## src/rtl/qdec_pkg.sv

```systemverilog
package qdec_pkg;
   typedef enum logic [1:0] {
      QM_DIRECT = 2'b00,
      QM_X1     = 2'b01,
      QM_X2     = 2'b10,
      QM_X4     = 2'b11
   } qmode_e;
endpackage

```

## src/rtl/qdec_prescaler.sv

```systemverilog
module qdec_prescaler #(
   parameter int PSC_W = 8
) (
   input  logic             clk,
   input  logic             rst_n,
   input  logic             run,
   input  logic [PSC_W-1:0] div,
   output logic             tick
);
   logic [PSC_W-1:0] cnt_q;
   logic             wrap;

   assign wrap = (cnt_q >= div);
   assign tick = run & wrap;

   always_ff @(posedge clk) begin
      if (!rst_n)        cnt_q <= '0;
      else if (!run)     cnt_q <= '0;
      else if (wrap)     cnt_q <= '0;
      else               cnt_q <= cnt_q + 1'b1;
   end

   // a nonzero divider never yields back-to-back ticks
   p_tick_spacing_r5: assert property (@(posedge clk) disable iff (!rst_n)
      (tick && div != '0 && $stable(div)) |=> (!tick || div == '0));
endmodule

```

## src/rtl/qdec_glitch_filter.sv

```systemverilog
module qdec_glitch_filter #(
   parameter int DEPTH = 3
) (
   input  logic clk,
   input  logic rst_n,
   input  logic tick,
   input  logic din,
   output logic dout
);
   logic [DEPTH-2:0] hist_q;
   logic [DEPTH-1:0] window;
   logic             lvl_q;

   assign window = {hist_q, din};
   assign dout   = lvl_q;

   always_ff @(posedge clk) begin
      if (!rst_n) begin
         hist_q <= '0;
         lvl_q  <= 1'b0;
      end else if (tick) begin
         hist_q <= window[DEPTH-2:0];
         if (&window)       lvl_q <= 1'b1;
         else if (~|window) lvl_q <= 1'b0;
      end
   end

   // the validated level only moves on a sample tick
   p_hold_between_ticks_r6: assert property (@(posedge clk) disable iff (!rst_n)
      !tick |=> $stable(lvl_q));
endmodule

```

## src/rtl/qdec_decoder.sv

```systemverilog
module qdec_decoder
   import qdec_pkg::*;
(
   input  logic   clk,
   input  logic   rst_n,
   input  qmode_e mode,
   input  logic   gate_ok,
   input  logic   fa,
   input  logic   fb,
   input  logic   ra,
   input  logic   rb,
   input  logic   err_clr,
   output logic   cnt_en,
   output logic   cnt_up,
   output logic   err_flag
);
   logic pa_q, pb_q, ra_q;
   logic da, db, illegal, quad_up, hit, up_n;
   logic en_q, up_q, err_q;

   assign da      = fa ^ pa_q;
   assign db      = fb ^ pb_q;
   assign illegal = da & db;
   assign quad_up = ~(pa_q ^ fb);

   always_comb begin
      unique case (mode)
         QM_X4:   hit = da ^ db;
         QM_X2:   hit = da & ~db;
         QM_X1:   hit = da & ~db & fa;
         default: hit = ra & ~ra_q;
      endcase
      up_n = (mode == QM_DIRECT) ? rb : quad_up;
   end

   always_ff @(posedge clk) begin
      if (!rst_n) begin
         pa_q  <= 1'b0;
         pb_q  <= 1'b0;
         ra_q  <= 1'b0;
         en_q  <= 1'b0;
         up_q  <= 1'b0;
         err_q <= 1'b0;
      end else begin
         pa_q <= fa;
         pb_q <= fb;
         ra_q <= ra;
         en_q <= gate_ok & hit;
         up_q <= gate_ok & hit & up_n;
         if (mode != QM_DIRECT && gate_ok && illegal) err_q <= 1'b1;
         else if (err_clr)                            err_q <= 1'b0;
      end
   end

   assign cnt_en   = en_q;
   assign cnt_up   = up_q;
   assign err_flag = err_q;

   // a double change is never counted
   p_illegal_silent_r7: assert property (@(posedge clk) disable iff (!rst_n)
      (mode != QM_DIRECT && gate_ok && da && db) |=> (!cnt_en && err_flag));
   // flag holds until cleared
   p_err_sticky_r8: assert property (@(posedge clk) disable iff (!rst_n)
      (err_flag && !err_clr) |=> err_flag);
   // closed gate suppresses the next pulse
   p_gate_block_r10: assert property (@(posedge clk) disable iff (!rst_n)
      !gate_ok |=> !cnt_en);
   // direction only qualifies a pulse
   p_up_with_pulse_r4: assert property (@(posedge clk) disable iff (!rst_n)
      cnt_up |-> cnt_en);
endmodule

```

## src/rtl/quad_filter_decoder.sv

```systemverilog
module quad_filter_decoder
   import qdec_pkg::*;
#(
   parameter int PSC_W       = 8,
   parameter int FILT_DEPTH  = 3,
   parameter int SYNC_STAGES = 2
) (
   input  logic             clk,
   input  logic             rst_n,
   input  logic [1:0]       mode_sel,
   input  logic [PSC_W-1:0] psc_div,
   input  logic             gate_sel,
   input  logic             gate_in,
   input  logic             a_in,
   input  logic             b_in,
   input  logic             err_clr,
   output logic             cnt_en,
   output logic             cnt_up,
   output logic             err_flag
);
   localparam int NCH = 3;

   if (PSC_W < 1 || PSC_W > 16) begin : g_bad_psc_w
      $error("PSC_W must lie in 1..16");
   end
   if (FILT_DEPTH < 2) begin : g_bad_depth
      $error("FILT_DEPTH must be at least 2");
   end
   if (SYNC_STAGES < 2) begin : g_bad_sync
      $error("SYNC_STAGES must be at least 2");
   end

   qmode_e mode;
   assign mode = qmode_e'(mode_sel);

   logic [SYNC_STAGES-1:0][NCH-1:0] sync_q;
   logic [NCH-1:0]                  sync_out;

   always_ff @(posedge clk) begin
      if (!rst_n) sync_q <= '0;
      else        sync_q <= {sync_q[SYNC_STAGES-2:0], {gate_in, b_in, a_in}};
   end
   assign sync_out = sync_q[SYNC_STAGES-1];

   logic tick, run, gate_ok;
   logic [1:0] filt_ab;

   assign run     = (mode != QM_DIRECT);
   assign gate_ok = ~gate_sel | sync_out[2];

   qdec_prescaler #(.PSC_W(PSC_W)) u_psc (
      .clk  (clk),
      .rst_n(rst_n),
      .run  (run),
      .div  (psc_div),
      .tick (tick)
   );

   for (genvar ch = 0; ch < 2; ch++) begin : g_chan
      qdec_glitch_filter #(.DEPTH(FILT_DEPTH)) u_filt (
         .clk  (clk),
         .rst_n(rst_n),
         .tick (tick),
         .din  (sync_out[ch]),
         .dout (filt_ab[ch])
      );
   end

   qdec_decoder u_dec (
      .clk     (clk),
      .rst_n   (rst_n),
      .mode    (mode),
      .gate_ok (gate_ok),
      .fa      (filt_ab[0]),
      .fb      (filt_ab[1]),
      .ra      (sync_out[0]),
      .rb      (sync_out[1]),
      .err_clr (err_clr),
      .cnt_en  (cnt_en),
      .cnt_up  (cnt_up),
      .err_flag(err_flag)
   );

   // in direct mode the filter never samples
   p_direct_no_tick_r9: assert property (@(posedge clk) disable iff (!rst_n)
      (mode == QM_DIRECT) |-> !tick);
endmodule

```

## config.mk

```make
export PLATFORM = sky130hd
export DESIGN_NAME = quad_filter_decoder
export DESIGN_NICKNAME = d
export VERILOG_FILES = /design/src/rtl/qdec_pkg.sv /design/src/rtl/qdec_prescaler.sv /design/src/rtl/qdec_glitch_filter.sv /design/src/rtl/qdec_decoder.sv /design/src/rtl/quad_filter_decoder.sv
export SDC_FILE = /design/constraint.sdc
export NUM_CORES = 1
export LEC_CHECK = 0
export BUFFER_PORTS_ARGS = -buffer_cell sky130_fd_sc_hd__buf_2
export CORE_ASPECT_RATIO = 0.9
export CORE_UTILIZATION = 59
export CTS_CLUSTER_DIAMETER = 50
export DETAILED_ROUTE_END_ITERATION = 8
export PLACE_DENSITY = 0.9
export SYNTH_ARGS = -nofsm -noshare
export SYNTH_HDL_FRONTEND = slang
export SYNTH_SLANG_ARGS = --single-unit
```

## constraint.sdc

```tcl
create_clock -name clk -period 5.41 [get_ports clk]
set_input_delay 0.541 -clock clk [delete_from_list [all_inputs] [get_ports clk]]
set_output_delay 0.541 -clock clk [all_outputs]
set_load 0.03 [all_outputs]
```

* Word-level counts from Yosys, hierarchy flattened *
Index checks and enable logic that the tools add are counted.

cells by class
  muxes and demuxes = 8
  reductions and logical operators = 12
  $lt $le $gt $ge = 1
  equal/unequal tests = 5
  bitwise operators = 18
  add/subtract/negate cells = 1

operators with widths
  cell                   count
  $reduce_or A3 Y1       3
  $add A8 B1 Y8 const B  1
  $ge A8 B8 Y1           1
  $and A1 B1 Y1          7
  $mux W1                7
  $not A1 Y1             6
  $reduce_and A3 Y1      2
  $eq A2 B2 Y1 const B   2
  $ne A2 B1 Y1 const B   2
  $reduce_and A2 Y1      2
  $reduce_bool A2 Y1     2
  $xor A1 B1 Y1          4
  $pmux W1 S3            1
  $eq A2 B1 Y1 const B   1
  $logic_and A1 B1 Y1    2
  $logic_not A2 Y1       1
  $or A1 B1 Y1           1

storage, ports and cells
  flip-flop bits (word level) = 26
  logic and storage cells = 58

* Longest topological paths before layout *
  word-level depth = 7
  mapped depth = 8
  mapped depth without buffers = 7

* Hierarchy *
Synthesis repeated with hierarchy kept, for this count alone.

unflattened totals
  cells, all modules = 124
  area, all modules = 1216.2 µm²

modules (own cells, without submodules)
  module               times used  cells each  area an instance (µm²)  seq. area each (µm²)
  qdec_prescaler       1           60          505.5                   160.2
  qdec_decoder         1           28          292.8                   120.1
  qdec_glitch_filter   2           11          123.9                   60.1
  quad_filter_decoder  1           14          170.2                   120.1

* Worst setup path after synthesis *
No wires, ideal clock.

  path type = input-to-reg
  start point = input port psc_div[2]
  end point = register u_psc.cnt_q[3]
  path buffers = 1
  cell stages on the path = 8
  library setup time = 0.062 ns
  required time = 5.348 ns
  path slack = 3.300 ns
  arrival = 2.049 ns
  cells stage by stage = inv_1 > ha_1 > and3_1 > o21ai_2 > a31oi_2 > or4_1 > buf_6 > nor2_2

on the way
  longest elaborated chain between the ends = 2

RTL lines
  element                     RTL line                   RTL
  from (decl)                 quad_filter_decoder.sv:11  input logic [PSC_W-1:0] psc_div,
  $ge A8 B8 Y1                qdec_prescaler.sv:13       assign wrap = (cnt_q >= div);
  $reduce_or A3 Y1 (no line)  --
  to (signal assigned)        qdec_prescaler.sv:20       else cnt_q <= cnt_q + 1'b1;
  to (decl)                   qdec_prescaler.sv:10       logic [PSC_W-1:0] cnt_q;

No other way between the ends.
A chain may end at the register's enable or synchronous reset.

* Final worst setup path *
  start point = register u_psc.cnt_q[0]
  end point = register u_psc.cnt_q[4]

on the way
  longest elaborated chain between the ends = 2

RTL lines
  element                     RTL line
  $ge A8 B8 Y1                qdec_prescaler.sv:13
  $reduce_or A3 Y1 (no line)  --

Parallel ways exist; a longest one is shown, timed or not.

==> results.json <==
{
  "synth_largest_area_cell": "dfxtp_1",
  "startpoint_type": "register",
  "avgSynthCellArea_um2": 9.37,
  "htreeDepth": 1,
  "totalNegativeSetupSlack_ns": 0,
  "grt_pass1_vias": 884,
  "final_layout_size_suffix_gt1_frac": 0.227,
  "antenna_cells": 0,
  "gr-total-overflow": 0,
  "p_leak_nw": 0.637,
  "postRouteAntennaNets": 0,
  "clk_path_buf_depth": 2,
  "use_met1": 0.252,
  "max_freq_mhz": 465,
  "cts_buffers": 3,
  "finalHoldViolCount": 0,
  "drc": 0,
  "grt_max_degree": 15,
  "reg2reg_to": "u_psc.cnt_q[4]",
  "rsz0062_at_grt": "no",
  "r2r_cells": 7,
  "yosys_warnings": 0,
  "cp.arrival_ns": 2.41,
  "holdPathStages": 2,
  "use_met3": 0.0667,
  "p_per_area_mw_per_mm2": 231,
  "cts_tree": "done",
  "tightest_slew_ns": 0.436,
  "drt_iter0_markers": 19,
  "rows": 15,
  "io_buffers": 19,
  "stdcell_count": 179,
  "path_class": "reg -> reg",
  "globalplace.congestion": 0.797,
  "wirelength_um": 2300,
  "vias_per_cell": 5.58,
  "dpl.cell_count": 175,
  "fin_nets": 183,
  "clock_skew_ns": 0.00110,
  "setup_viol": 0,
  "rr_startpoint": "u_psc.cnt_q[0]",
  "hold_buffers": 0,
  "chipWidth_um": 50.6,
  "vias": 998,
  "worstSkewPairLatency_ns": 0.32,
  "ys_ff_latch": 26,
  "reg2reg_slack_ns": 3.26,
  "synth_top_area_share": 0.415,
  "cts_resized": 0,
  "layout_min_cycle_time_ns": 2.15,
  "crit_required_ns": 5.67,
  "syn_inst": 134,
  "cp-end-kind": "register",
  "core_area_mm2": 0.00195,
  "synthTopCellsByArea": "dfxtp_1 (41%), ha_1 (11%), nand3_1 (4.8%)",
  "postCtsSetupBuffers": 0,
  "peakVddDrop_uv": 210,
  "dp_hpwl_um": 1760,
  "p_total_mw": 0.324,
  "slowest_delay_ns": 0.73,
  "cp_top_family": "simple AND/OR/NAND/NOR gates",
  "die-area_mm2": 0.00232,
  "drt-wirelength-per-cell_um": 12.8,
  "n_fill_cell": 160,
  "clock-sinks": 26,
  "ys_types": 32,
  "crit_chain": "inv_1 -> ha_1 -> and3_1 -> o21ai_2 -> a31oi_2 -> or4_1 -> nor2_2",
  "worstHoldPathType": "in -> reg",
  "critPathBufInv": 1,
  "path_clk_slew_ns": 0.13,
  "initial_core_util": 0.643,
  "crit_slowest_cell": "or4_1",
  "period_share": 0.397,
  "synth_nets": 162,
  "min_from": "gate_in",
  "slew_headroom": 0.707,
  "antenna_found_initial": 0,
  "cp_max_fo": 8,
  "max_cap_viol_count": 0,
  "use_met2": 0.403,
  "area_growth_syn_to_layout_pct": 11.5,
  "grtUsageTotal": 0.222,
  "synth_area_mm2": 0.00125,
  "ys_seq_area_frac": 0.415,
  "pin_count": 20,
  "drv_slew": 0,
  "grt.busiest_layer": "met2",
  "grt_pass1_wl_um": 3750,
  "fp.dieH_um": 45.8,
  "firstDrtPassIters": 4,
  "cts-root-buf": "clkbuf_4",
  "run_status": "complete, no violations",
  "worstHoldEndpoint": "sync_q[2]"
}
cell families (layout without fill, tap and decap cells):
family,after synthesis,after routing,synth area share
xor+xnor,9,9,0.0628
fa+ha+maj,11,11,0.110
mux,1,1,0.00798
compound gates,24,24,0.138
flops,26,26,0.415
simple gates,47,47,0.213
buf+inv,16,36,0.0538
flip-flops by register name (all words and copies together), names as in the netlist:
name,cells
u_psc.cnt_q,8
g_chan.u_filt.hist_q,4
sync_out,3
sync_q,3
g_chan.u_filt.dout,2
u_dec.cnt_en,1
u_dec.cnt_up,1
u_dec.err_flag,1
u_dec.pa_q,1
u_dec.pb_q,1
u_dec.ra_q,1
layout make-up:
cell class / instances / area (um2) / area share
multi-input cells: 92 / 667 / 0.477
repair buffers: 19 / 95.1 / 0.0680
inverters: 13 / 48.8 / 0.0349
flip-flops and latches: 26 / 520 / 0.372
well taps: 25 / 31.3 / 0.0224
clock buffers: 4 / 36.3 / 0.0259
worst max path at each step:
stage	from	to	cells past startpoint
after floorplan	psc_div[2]	u_psc.cnt_q[3]	8
after global placement	psc_div[2]	u_psc.cnt_q[7]	8
after detailed placement	psc_div[2]	u_psc.cnt_q[4]	8
after CTS	u_psc.cnt_q[0]	u_psc.cnt_q[4]	7
after global routing	u_psc.cnt_q[0]	u_psc.cnt_q[4]	7
final	u_psc.cnt_q[0]	u_psc.cnt_q[4]	7
cells in the mapped netlist:
| master | count |
|---|---|
| nor2b_1 | 2 |
| nor3b_1 | 1 |
| clkbuf_1 | 2 |
| o211ai_2 | 1 |
| nand3b_1 | 1 |
| nand2_1 | 5 |
| a21oi_1 | 8 |
| dfxtp_1 | 26 |
| a31oi_2 | 1 |
| buf_6 | 1 |
| a311o_2 | 1 |
| xnor2_1 | 3 |
| or4_1 | 1 |
| o31ai_1 | 2 |
| o311a_1 | 1 |
| nor2_4 | 1 |
| o21ai_2 | 1 |
| ha_1 | 11 |
| inv_1 | 13 |
| and2_1 | 9 |
| xor2_1 | 6 |
| nand3_1 | 12 |
| a21o_1 | 2 |
| nand4_1 | 1 |
| and3_1 | 3 |
| o21ai_1 | 1 |
| nor2_1 | 3 |
| o211ai_1 | 4 |
| a31oi_1 | 2 |
| mux2i_1 | 1 |
| nor2_2 | 7 |
| or2_0 | 1 |
placed cells by master (no fill, tap or decap), types with 2 or more instances in the layout:
cell / instances
nor2_1: 3
nor2b_1: 2
a31oi_1: 2
xnor2_1: 3
o31ai_1: 2
and2_1: 9
a21o_1: 2
ha_1: 11
buf_2: 19
o211ai_1: 4
nand3_1: 12
nor2_2: 7
inv_1: 13
nand2_1: 5
dfxtp_1: 26
and3_1: 3
a21oi_1: 8
xor2_1: 6
clkbuf_4: 3
per-layer routing:
metal,routed length (um),up-vias
met1,974,468
met4,29,0
met3,96,4
li1,-,501
met2,1200,25
met5,0,-
per-stage QoR:
| step | util | cell area [um2] | hold WS [ns] | setup WS (ns) |
|---|---|---|---|---|
| 2_1_floorplan | - | 1250 | 0.412 | 3.30 |
| 3_3_place_gp | 0.698 | 1360 | 0.415 | 3.05 |
| 3_5_place_dp | 0.698 | 1360 | 0.423 | 2.99 |
| 4_1_cts | 0.717 | 1400 | 0.418 | 3.24 |
| 5_1_grt | 0.717 | 1400 | 0.406 | 3.13 |
| 6_report | 0.717 | 1400 | 0.416 | 3.26 |
where the power goes:
group          internal [mW]  switching (mW)
Clock                 0.0412          0.0549
Sequential             0.196         0.00278
Combinational         0.0130          0.0162
Total                  0.250          0.0739
Note: power is estimated with default switching activity, not from simulation.
